==> src/rtl/spk_pkg.sv <==
package spk_pkg;

    localparam int CTRL_W = 8;
    localparam int KEY_W  = 32;
    localparam int RLEN_W = 8;

    localparam logic [1:0] PKT_TYPE_MC = 2'b00;

    typedef enum logic [1:0] {
        ST_IDLE,
        ST_REQ,
        ST_FETCH,
        ST_ISSUE
    } eng_state_e;

    function automatic logic is_multicast(input logic [CTRL_W-1:0] ctrl);
        return ctrl[CTRL_W-1 -: 2] == PKT_TYPE_MC;
    endfunction

endpackage

==> src/rtl/spk_key_fifo.sv <==
module spk_key_fifo #(
    parameter int DEPTH = 4,
    parameter int W     = 32
) (
    input  logic         clk,
    input  logic         rst_n,
    input  logic         push,
    input  logic [W-1:0] din,
    input  logic         pop,
    output logic [W-1:0] head,
    output logic         full,
    output logic         empty
);
    localparam int PW = $clog2(DEPTH);
    localparam int CW = $clog2(DEPTH + 1);

    typedef struct packed {
        logic [DEPTH-1:0][W-1:0] mem;
        logic [PW-1:0]           wp;
        logic [PW-1:0]           rp;
        logic [CW-1:0]           cnt;
    } fifo_st_t;

    fifo_st_t st_d, st_q;

    always_comb begin
        st_d = st_q;
        if (push) begin
            st_d.mem[st_q.wp] = din;
            st_d.wp = (st_q.wp == PW'(DEPTH - 1)) ? '0 : st_q.wp + 1'b1;
        end
        if (pop) begin
            st_d.rp = (st_q.rp == PW'(DEPTH - 1)) ? '0 : st_q.rp + 1'b1;
        end
        if (push && !pop)
            st_d.cnt = st_q.cnt + 1'b1;
        else if (pop && !push)
            st_d.cnt = st_q.cnt - 1'b1;
    end

    always_ff @(posedge clk) begin
        if (!rst_n)
            st_q <= '0;
        else
            st_q <= st_d;
    end

    assign head  = st_q.mem[st_q.rp];
    assign full  = (st_q.cnt == CW'(DEPTH));
    assign empty = (st_q.cnt == '0);


    no_overflow_chk: assert property (@(posedge clk) disable iff (!rst_n)
        push |-> (st_q.cnt != CW'(DEPTH)) || pop);


    no_underflow_chk: assert property (@(posedge clk) disable iff (!rst_n)
        pop |-> st_q.cnt != '0);

endmodule

==> src/rtl/spk_route_lookup.sv <==
module spk_route_lookup
    import spk_pkg::*;
#(
    parameter int NUM_ROUTES = 3,
    parameter int ADDR_W     = 32,
    parameter int LEN_W      = 5,
    parameter logic [NUM_ROUTES*KEY_W-1:0]  ROUTE_VALUE = '0,
    parameter logic [NUM_ROUTES*KEY_W-1:0]  ROUTE_MASK  = '0,
    parameter logic [NUM_ROUTES*KEY_W-1:0]  ROUTE_BASE  = '0,
    parameter logic [NUM_ROUTES*RLEN_W-1:0] ROUTE_LEN   = '0
) (
    input  logic [KEY_W-1:0]  key,
    output logic              hit,
    output logic [ADDR_W-1:0] row_addr,
    output logic [LEN_W-1:0]  row_len
);
    localparam int SEL_W = (NUM_ROUTES > 1) ? $clog2(NUM_ROUTES) : 1;

    logic [NUM_ROUTES-1:0] hit_vec;

    genvar r;
    generate
        for (r = 0; r < NUM_ROUTES; r++) begin : g_route
            assign hit_vec[r] =
                (key & ROUTE_MASK[r*KEY_W +: KEY_W]) == ROUTE_VALUE[r*KEY_W +: KEY_W];
        end
    endgenerate

    logic [SEL_W-1:0]  sel;
    logic [KEY_W-1:0]  offs;
    logic [KEY_W-1:0]  prod;
    logic [KEY_W-1:0]  base;
    logic [RLEN_W-1:0] len8;

    always_comb begin
        sel = '0;
        for (int i = NUM_ROUTES - 1; i >= 0; i--) begin
            if (hit_vec[i])
                sel = SEL_W'(i);
        end
        hit  = |hit_vec;
        offs = key & ~ROUTE_MASK[sel*KEY_W +: KEY_W];
        base = ROUTE_BASE[sel*KEY_W +: KEY_W];
        len8 = ROUTE_LEN[sel*RLEN_W +: RLEN_W];
        prod = offs * {{(KEY_W-RLEN_W){1'b0}}, len8};
        row_addr = ADDR_W'(base + prod);
        row_len  = LEN_W'(len8);
    end

endmodule

==> src/rtl/spk_row_buf.sv <==
module spk_row_buf #(
    parameter int DEPTH = 16,
    parameter int W     = 22
) (
    input  logic                     clk,
    input  logic                     rst_n,
    input  logic                     we,
    input  logic [$clog2(DEPTH)-1:0] idx,
    input  logic [W-1:0]             wdata,
    output logic [W-1:0]             rdata
);
    localparam int AW = $clog2(DEPTH);

    typedef struct packed {
        logic [DEPTH-1:0][W-1:0] mem;
    } rowbuf_st_t;

    rowbuf_st_t st_d, st_q;

    always_comb begin
        st_d = st_q;
        if (we)
            st_d.mem[idx] = wdata;
    end

    always_ff @(posedge clk) begin
        if (!rst_n)
            st_q <= '0;
        else
            st_q <= st_d;
    end

    assign rdata = st_q.mem[AW'(idx)];

endmodule

==> src/rtl/spk_event_engine.sv <==
module spk_event_engine
    import spk_pkg::*;
#(
    parameter int FIFO_DEPTH = 4,
    parameter int MAX_ROW    = 16,
    parameter int ADDR_W     = 32,
    parameter int WORD_W     = 32,
    parameter int WGT_W      = 22,
    parameter int MISS_W     = 16,
    parameter int NUM_ROUTES = 3,
    parameter int LEN_W      = $clog2(MAX_ROW + 1),
    parameter int IDX_W      = $clog2(MAX_ROW),
    parameter logic [NUM_ROUTES*KEY_W-1:0]  ROUTE_VALUE =
        {32'h0000_1000, 32'h0000_2000, 32'h0000_1000},
    parameter logic [NUM_ROUTES*KEY_W-1:0]  ROUTE_MASK  =
        {32'hFFFF_FF00, 32'hFFFF_FF00, 32'hFFFF_FFF0},
    parameter logic [NUM_ROUTES*KEY_W-1:0]  ROUTE_BASE  =
        {32'h0000_4000, 32'h0000_0800, 32'h0000_0100},
    parameter logic [NUM_ROUTES*RLEN_W-1:0] ROUTE_LEN   =
        {8'd3, 8'd6, 8'd4}
) (
    input  logic              clk,
    input  logic              rst_n,
    input  logic              pkt_valid,
    output logic              pkt_ready,
    input  logic [7:0]        pkt_ctrl,
    input  logic [31:0]       pkt_key,
    output logic              rd_req_valid,
    input  logic              rd_req_ready,
    output logic [ADDR_W-1:0] rd_req_addr,
    output logic [LEN_W-1:0]  rd_req_len,
    input  logic              rd_rsp_valid,
    input  logic [WORD_W-1:0] rd_rsp_data,
    output logic              acc_valid,
    input  logic              acc_ready,
    output logic [IDX_W-1:0]  acc_target,
    output logic [WGT_W-1:0]  acc_weight,
    output logic [MISS_W-1:0] miss_count
);

    typedef struct packed {
        eng_state_e        state;
        logic [ADDR_W-1:0] addr;
        logic [LEN_W-1:0]  len;
        logic [IDX_W-1:0]  idx;
        logic [MISS_W-1:0] miss;
    } eng_st_t;

    eng_st_t st_d, st_q;

    // input side: type filter feeding the key queue
    logic             fifo_full, fifo_empty, fifo_push, fifo_pop;
    logic [KEY_W-1:0] fifo_head;

    assign pkt_ready = !fifo_full;
    assign fifo_push = pkt_valid && pkt_ready && is_multicast(pkt_ctrl);

    spk_key_fifo #(
        .DEPTH (FIFO_DEPTH),
        .W     (KEY_W)
    ) u_fifo (
        .clk   (clk),
        .rst_n (rst_n),
        .push  (fifo_push),
        .din   (pkt_key),
        .pop   (fifo_pop),
        .head  (fifo_head),
        .full  (fifo_full),
        .empty (fifo_empty)
    );

    logic              lk_hit;
    logic [ADDR_W-1:0] lk_addr;
    logic [LEN_W-1:0]  lk_len;

    spk_route_lookup #(
        .NUM_ROUTES  (NUM_ROUTES),
        .ADDR_W      (ADDR_W),
        .LEN_W       (LEN_W),
        .ROUTE_VALUE (ROUTE_VALUE),
        .ROUTE_MASK  (ROUTE_MASK),
        .ROUTE_BASE  (ROUTE_BASE),
        .ROUTE_LEN   (ROUTE_LEN)
    ) u_lookup (
        .key      (fifo_head),
        .hit      (lk_hit),
        .row_addr (lk_addr),
        .row_len  (lk_len)
    );

    logic             buf_we;
    logic [WGT_W-1:0] buf_rdata;

    spk_row_buf #(
        .DEPTH (MAX_ROW),
        .W     (WGT_W)
    ) u_rowbuf (
        .clk   (clk),
        .rst_n (rst_n),
        .we    (buf_we),
        .idx   (st_q.idx),
        .wdata (rd_rsp_data[WGT_W-1:0]),
        .rdata (buf_rdata)
    );

    // delay bit, upper word bits and control flags other than the type are unused
    logic unused_bits;
    assign unused_bits = ^{pkt_ctrl[5:0], rd_rsp_data[WORD_W-1:WGT_W]};

    logic [IDX_W-1:0] last_idx;
    assign last_idx = IDX_W'(st_q.len - 1'b1);

    always_comb begin
        st_d         = st_q;
        fifo_pop     = 1'b0;
        buf_we       = 1'b0;
        rd_req_valid = 1'b0;
        acc_valid    = 1'b0;
        case (st_q.state)
            ST_IDLE: begin
                if (!fifo_empty) begin
                    fifo_pop = 1'b1;
                    if (lk_hit) begin
                        st_d.addr  = lk_addr;
                        st_d.len   = lk_len;
                        st_d.state = ST_REQ;
                    end else begin
                        st_d.miss = st_q.miss + 1'b1;
                    end
                end
            end
            ST_REQ: begin
                rd_req_valid = 1'b1;
                if (rd_req_ready) begin
                    st_d.idx   = '0;
                    st_d.state = ST_FETCH;
                end
            end
            ST_FETCH: begin
                if (rd_rsp_valid) begin
                    buf_we = 1'b1;
                    if (st_q.idx == last_idx) begin
                        st_d.idx   = '0;
                        st_d.state = ST_ISSUE;
                    end else begin
                        st_d.idx = st_q.idx + 1'b1;
                    end
                end
            end
            ST_ISSUE: begin
                acc_valid = 1'b1;
                if (acc_ready) begin
                    if (st_q.idx == last_idx) begin
                        st_d.idx   = '0;
                        st_d.state = ST_IDLE;
                    end else begin
                        st_d.idx = st_q.idx + 1'b1;
                    end
                end
            end
            default: st_d.state = ST_IDLE;
        endcase
    end

    always_ff @(posedge clk) begin
        if (!rst_n)
            st_q <= '{state: ST_IDLE, default: '0};
        else
            st_q <= st_d;
    end

    assign rd_req_addr = st_q.addr;
    assign rd_req_len  = st_q.len;
    assign acc_target  = st_q.idx;
    assign acc_weight  = buf_rdata;
    assign miss_count  = st_q.miss;


    acc_hold_chk: assert property (@(posedge clk) disable iff (!rst_n)
        acc_valid && !acc_ready |=> acc_valid && $stable(acc_target) && $stable(acc_weight));


    req_hold_chk: assert property (@(posedge clk) disable iff (!rst_n)
        rd_req_valid && !rd_req_ready |=> rd_req_valid && $stable(rd_req_addr) && $stable(rd_req_len));


    no_issue_while_fetch_chk: assert property (@(posedge clk) disable iff (!rst_n)
        rd_rsp_valid |-> !acc_valid && !rd_req_valid);


    miss_step_chk: assert property (@(posedge clk) disable iff (!rst_n)
        miss_count != $past(miss_count) |-> miss_count == $past(miss_count) + MISS_W'(1));

endmodule

==> config.mk <==
export PLATFORM = sky130hd
export DESIGN_NAME = spk_event_engine
export DESIGN_NICKNAME = d
export VERILOG_FILES = /design/src/rtl/spk_pkg.sv /design/src/rtl/spk_key_fifo.sv /design/src/rtl/spk_route_lookup.sv /design/src/rtl/spk_row_buf.sv /design/src/rtl/spk_event_engine.sv
export SDC_FILE = /design/constraint.sdc
export NUM_CORES = 1
export LEC_CHECK = 0
export CORE_MARGIN = 2
export CORE_UTILIZATION = 45
export CTS_BUF_LIST = sky130_fd_sc_hd__clkbuf_2
export DETAILED_ROUTE_END_ITERATION = 10
export DONT_BUFFER_PORTS = 1
export GPL_TIMING_DRIVEN = 0
export SETUP_SLACK_MARGIN = 0.4
export SLEW_MARGIN = 40
export SYNTH_ARGS = -nofsm -noshare
export SYNTH_HDL_FRONTEND = slang
export SYNTH_SLANG_ARGS = --single-unit
==> constraint.sdc <==
create_clock -name clk -period 6.5 [get_ports clk]
set_clock_uncertainty 0.2 [all_clocks]
set_input_delay 0.325 -clock clk [delete_from_list [all_inputs] [get_ports clk]]
set_output_delay 0.325 -clock clk [all_outputs]
set_load 0.01 [all_outputs]
==> flow_summary.toml <==
[timing]
max_freq_ghz = 0.1727
worst_pin_slew_ps = 895.4
hold_violations = 0
period_share_pct = 89.08
period_minus_slack_ps = 5790
slew_headroom_pct = 40.31
final-setup-viol-count = 0
rsz0062_at_grt = "no"
finalMaxSlewViolations = 0

[synth]
syn-cell-area_um2 = 26700
ys_top_cells_by_count = "nand2_1, dfxtp_1, a21oi_1"
async_reset_ff_share_pct = 0
synthCells = 3219
synth_top_cell_area_share_pct = 40.79
synthTopCellsByArea = "dfxtp_1, nand2_1, a21oi_1"
synth_top_cell_by_area = "dfxtp_1"
ys_seq_elements = 544
synthFlopType = "dfxtp_1"
avgSynthCellArea_um2 = 8.295
synth_edf_count = 0
synth_warnings = 0
ys_seq_area_share_pct = 40.79
post-synth-top-count-cell = "nand2_1"
yosys.cell_types.count = 72

[die]
die_h_um = 247.6
die_area_um2 = 61300
die_w_um = 247.6
io_pins = 160
start_util_pct = 45.41
num_rows = 89
coreArea_um2 = 58800

[critical_path]
critPathKind = "flop to flop"
cp-endpoint = "rd_req_addr[12]"
critPathLaunch = "u_fifo.st_q[3]"
end_kind = "flop"
crit_required_ps = 7440
r2r-end = "rd_req_addr[12]"
r2r_cells = 21
path_max_fanout = 10
worstSetupStartpointType = "flop"
cp.arrival_ps = 6730
r2r-start = "u_fifo.st_q[3]"
r2r_slack_ps = 710

[placement]
gp_routability_congestion = 0.9470
dpl.hpwl_um = 59000
port_buffers = 0
dpl_cell_area_um2 = 27930

[cts]
htreeDepth = 4
cts_tree = "built"
clk_path_buf_depth = 3
worstSkewPairLatency_ps = 1400
clock_sinks = 544
clock-root-buffer = "clkbuf_2"
cts_buffers = 144
clk_pin_slew_ps = 100

[drt]
drt-initial-drc-count = 2023
wl_um = 83970
drc = 0
vias = 24595
routedWlPerCell_um = 18.43
postRouteAntennaNets = 0
via_per_inst = 5.397
drt_pass1_iterations = 5

[final_layout]
drive_gt1_share_pct = 12.06
nFillCells = 5497
ff_latch_area_um2 = 10890
nets = 3918
multiInputGateArea_um2 = 14210
post-route-util_pct = 54.12
areaGrowthSynthToFinish_pct = 19.18
postLayoutCellArea_um2 = 31820

[global_route]
grt_pass1_wl_um = 129900
grt_pass1_vias = 24004
grt_overflow = 0
antenna_found_initial = 6
grt_max_degree = 17
grt_use_total_pct = 27.43

[power_and_ir_drop]
p_leak_nw = 11.95
pwr_density_cell_nw_per_um2 = 228.0
ir_drop_mv = 0.1429

[min_path]
hold_depth = 4
hold_class = "input pin to flop"

[run]
cap_violations = 0

[outcome]
status = "finished clean"
## kinds of logic after synthesis
group | share of synthesized area (%)
other | 0.02813
muxes | 10.45
AOI/OAI and AO/OA | 12.66
and+or+nand+nor | 19.25
adders and majority gates | 8.519
xor gates and xnor gates | 1.050
DFF | 40.79
buffers and inverters | 7.259
## report_power, final
part	internal, mW	switching, mW	total (mW)	leakage (nW)
Sequential	3.38	0.0442	3.42	4.38
Clock	0.976	1.50	2.48	0.995
Combinational	0.541	0.818	1.36	6.58
Total	4.89	2.36	7.26	12.0
## metal layers
metal	share of wire, %	vias to the layer above	routed length [um]	track usage (%)
li1	-	11601	-	-
met1	42	11810	35120	34.81
met2	47	991	39770	45.12
met3	7.3	189	6167	6.012
met4	3.4	4	2889	11.64
met5	0.032	-	27	0
## area by class of cell
| class | instances | share of cell area [%] |
|---|---|---|
| Antenna cell | 4 | 0.03146 |
| Buffer | 298 | 4.337 |
| Clock buffer | 214 | 3.366 |
| Clock inverter | 34 | 0.7746 |
| Inverter | 154 | 1.817 |
| Multi-Input combinational cell | 2289 | 44.65 |
| Sequential cell | 544 | 34.24 |
| Tap cell | 773 | 3.039 |
| Timing Repair Buffer | 247 | 7.746 |
## placed cells by master (no fill, tap or decap), types with 5 or more instances in the layout
| master | n |
|---|---|
| a211oi_1 | 9 |
| a21o_1 | 11 |
| a21oi_1 | 537 |
| and2_1 | 14 |
| and3_1 | 16 |
| buf_1 | 18 |
| buf_2 | 16 |
| buf_4 | 61 |
| clkbuf_1 | 197 |
| clkbuf_2 | 221 |
| clkinv_1 | 19 |
| conb_1 | 68 |
| dfxtp_1 | 543 |
| dlygate4sd3_1 | 244 |
| fa_1 | 33 |
| ha_1 | 129 |
| inv_1 | 154 |
| inv_6 | 5 |
| mux2i_1 | 7 |
| mux4_2 | 118 |
| nand2_1 | 1043 |
| nand3_1 | 28 |
| nand4_1 | 7 |
| nor2_1 | 77 |
| nor2b_1 | 10 |
| nor3_1 | 24 |
| nor4_1 | 13 |
| o21ai_0 | 31 |
| or3_1 | 11 |
| xnor2_1 | 19 |
| xor2_1 | 13 |
## stage by stage
step	hold slack (ps)	total power, mW	TNS (ps)	cells	setup WS, ps
3_5_place_dp	242.6	4.595	-9.508	4058	-9.508
5_1_grt	54.11	7.643	0	4556	415.0
4_1_cts	0.2395	7.152	0	4550	430.4
2_1_floorplan	231.1	4.385	0	3285	900.3
6_report	161.9	7.255	0	4557	709.7
3_3_place_gp	237.9	4.575	0	4058	10.49
## worst max-delay path, cell delays in order, from the launching register on
cell and delay [ps]:
dfxtp_4 440, buf_6 200, buf_4 250, mux4_2 580, nor4_4 350, o21ai_4 120, and2_1 180, ha_1 300
ha_1 300, ha_1 280, inv_1 50, fa_1 520, inv_1 40, ha_1 210, fa_1 410, a21o_1 220
a221oi_4 290, o21ai_0 210, xnor2_1 200, nor2_1 70, a21oi_1 120, nor2_1 50
## how the worst min path moves through the flow
stage                        end              start  slack [ps]
6_report         u_fifo.st_q[12]         pkt_key[5]         160
3_5_place_dp    u_fifo.st_q[133]   u_fifo.st_q[133]         240
3_3_place_gp   u_rowbuf.st_q[58]  u_rowbuf.st_q[58]         240
2_1_floorplan   u_fifo.st_q[133]   u_fifo.st_q[133]         230
4_1_cts          u_fifo.st_q[88]        pkt_key[17]         0.2
5_1_grt          u_fifo.st_q[39]         pkt_key[0]          50
## state kept, by name, indices dropped and copies added (netlist names)
register / count
u_rowbuf.st_q: 352
u_fifo.st_q: 135
st_q: 2
rd_req_addr: 32
acc_target: 4
rd_req_len: 3
miss_count: 16
## what timing repair did
| item | CTS | global route |
|---|---|---|
| hold buffers | 244 | 0 |
| setup buffers | 0 | 3 |
| gates resized for setup | 7 | 9 |
| endpoints found under the hold margin | 505 | 0 |
| pin swaps | 1 | 3 |
| endpoints found under the setup margin | 3 | 4 |
Power figures use the tool's default switching activity.
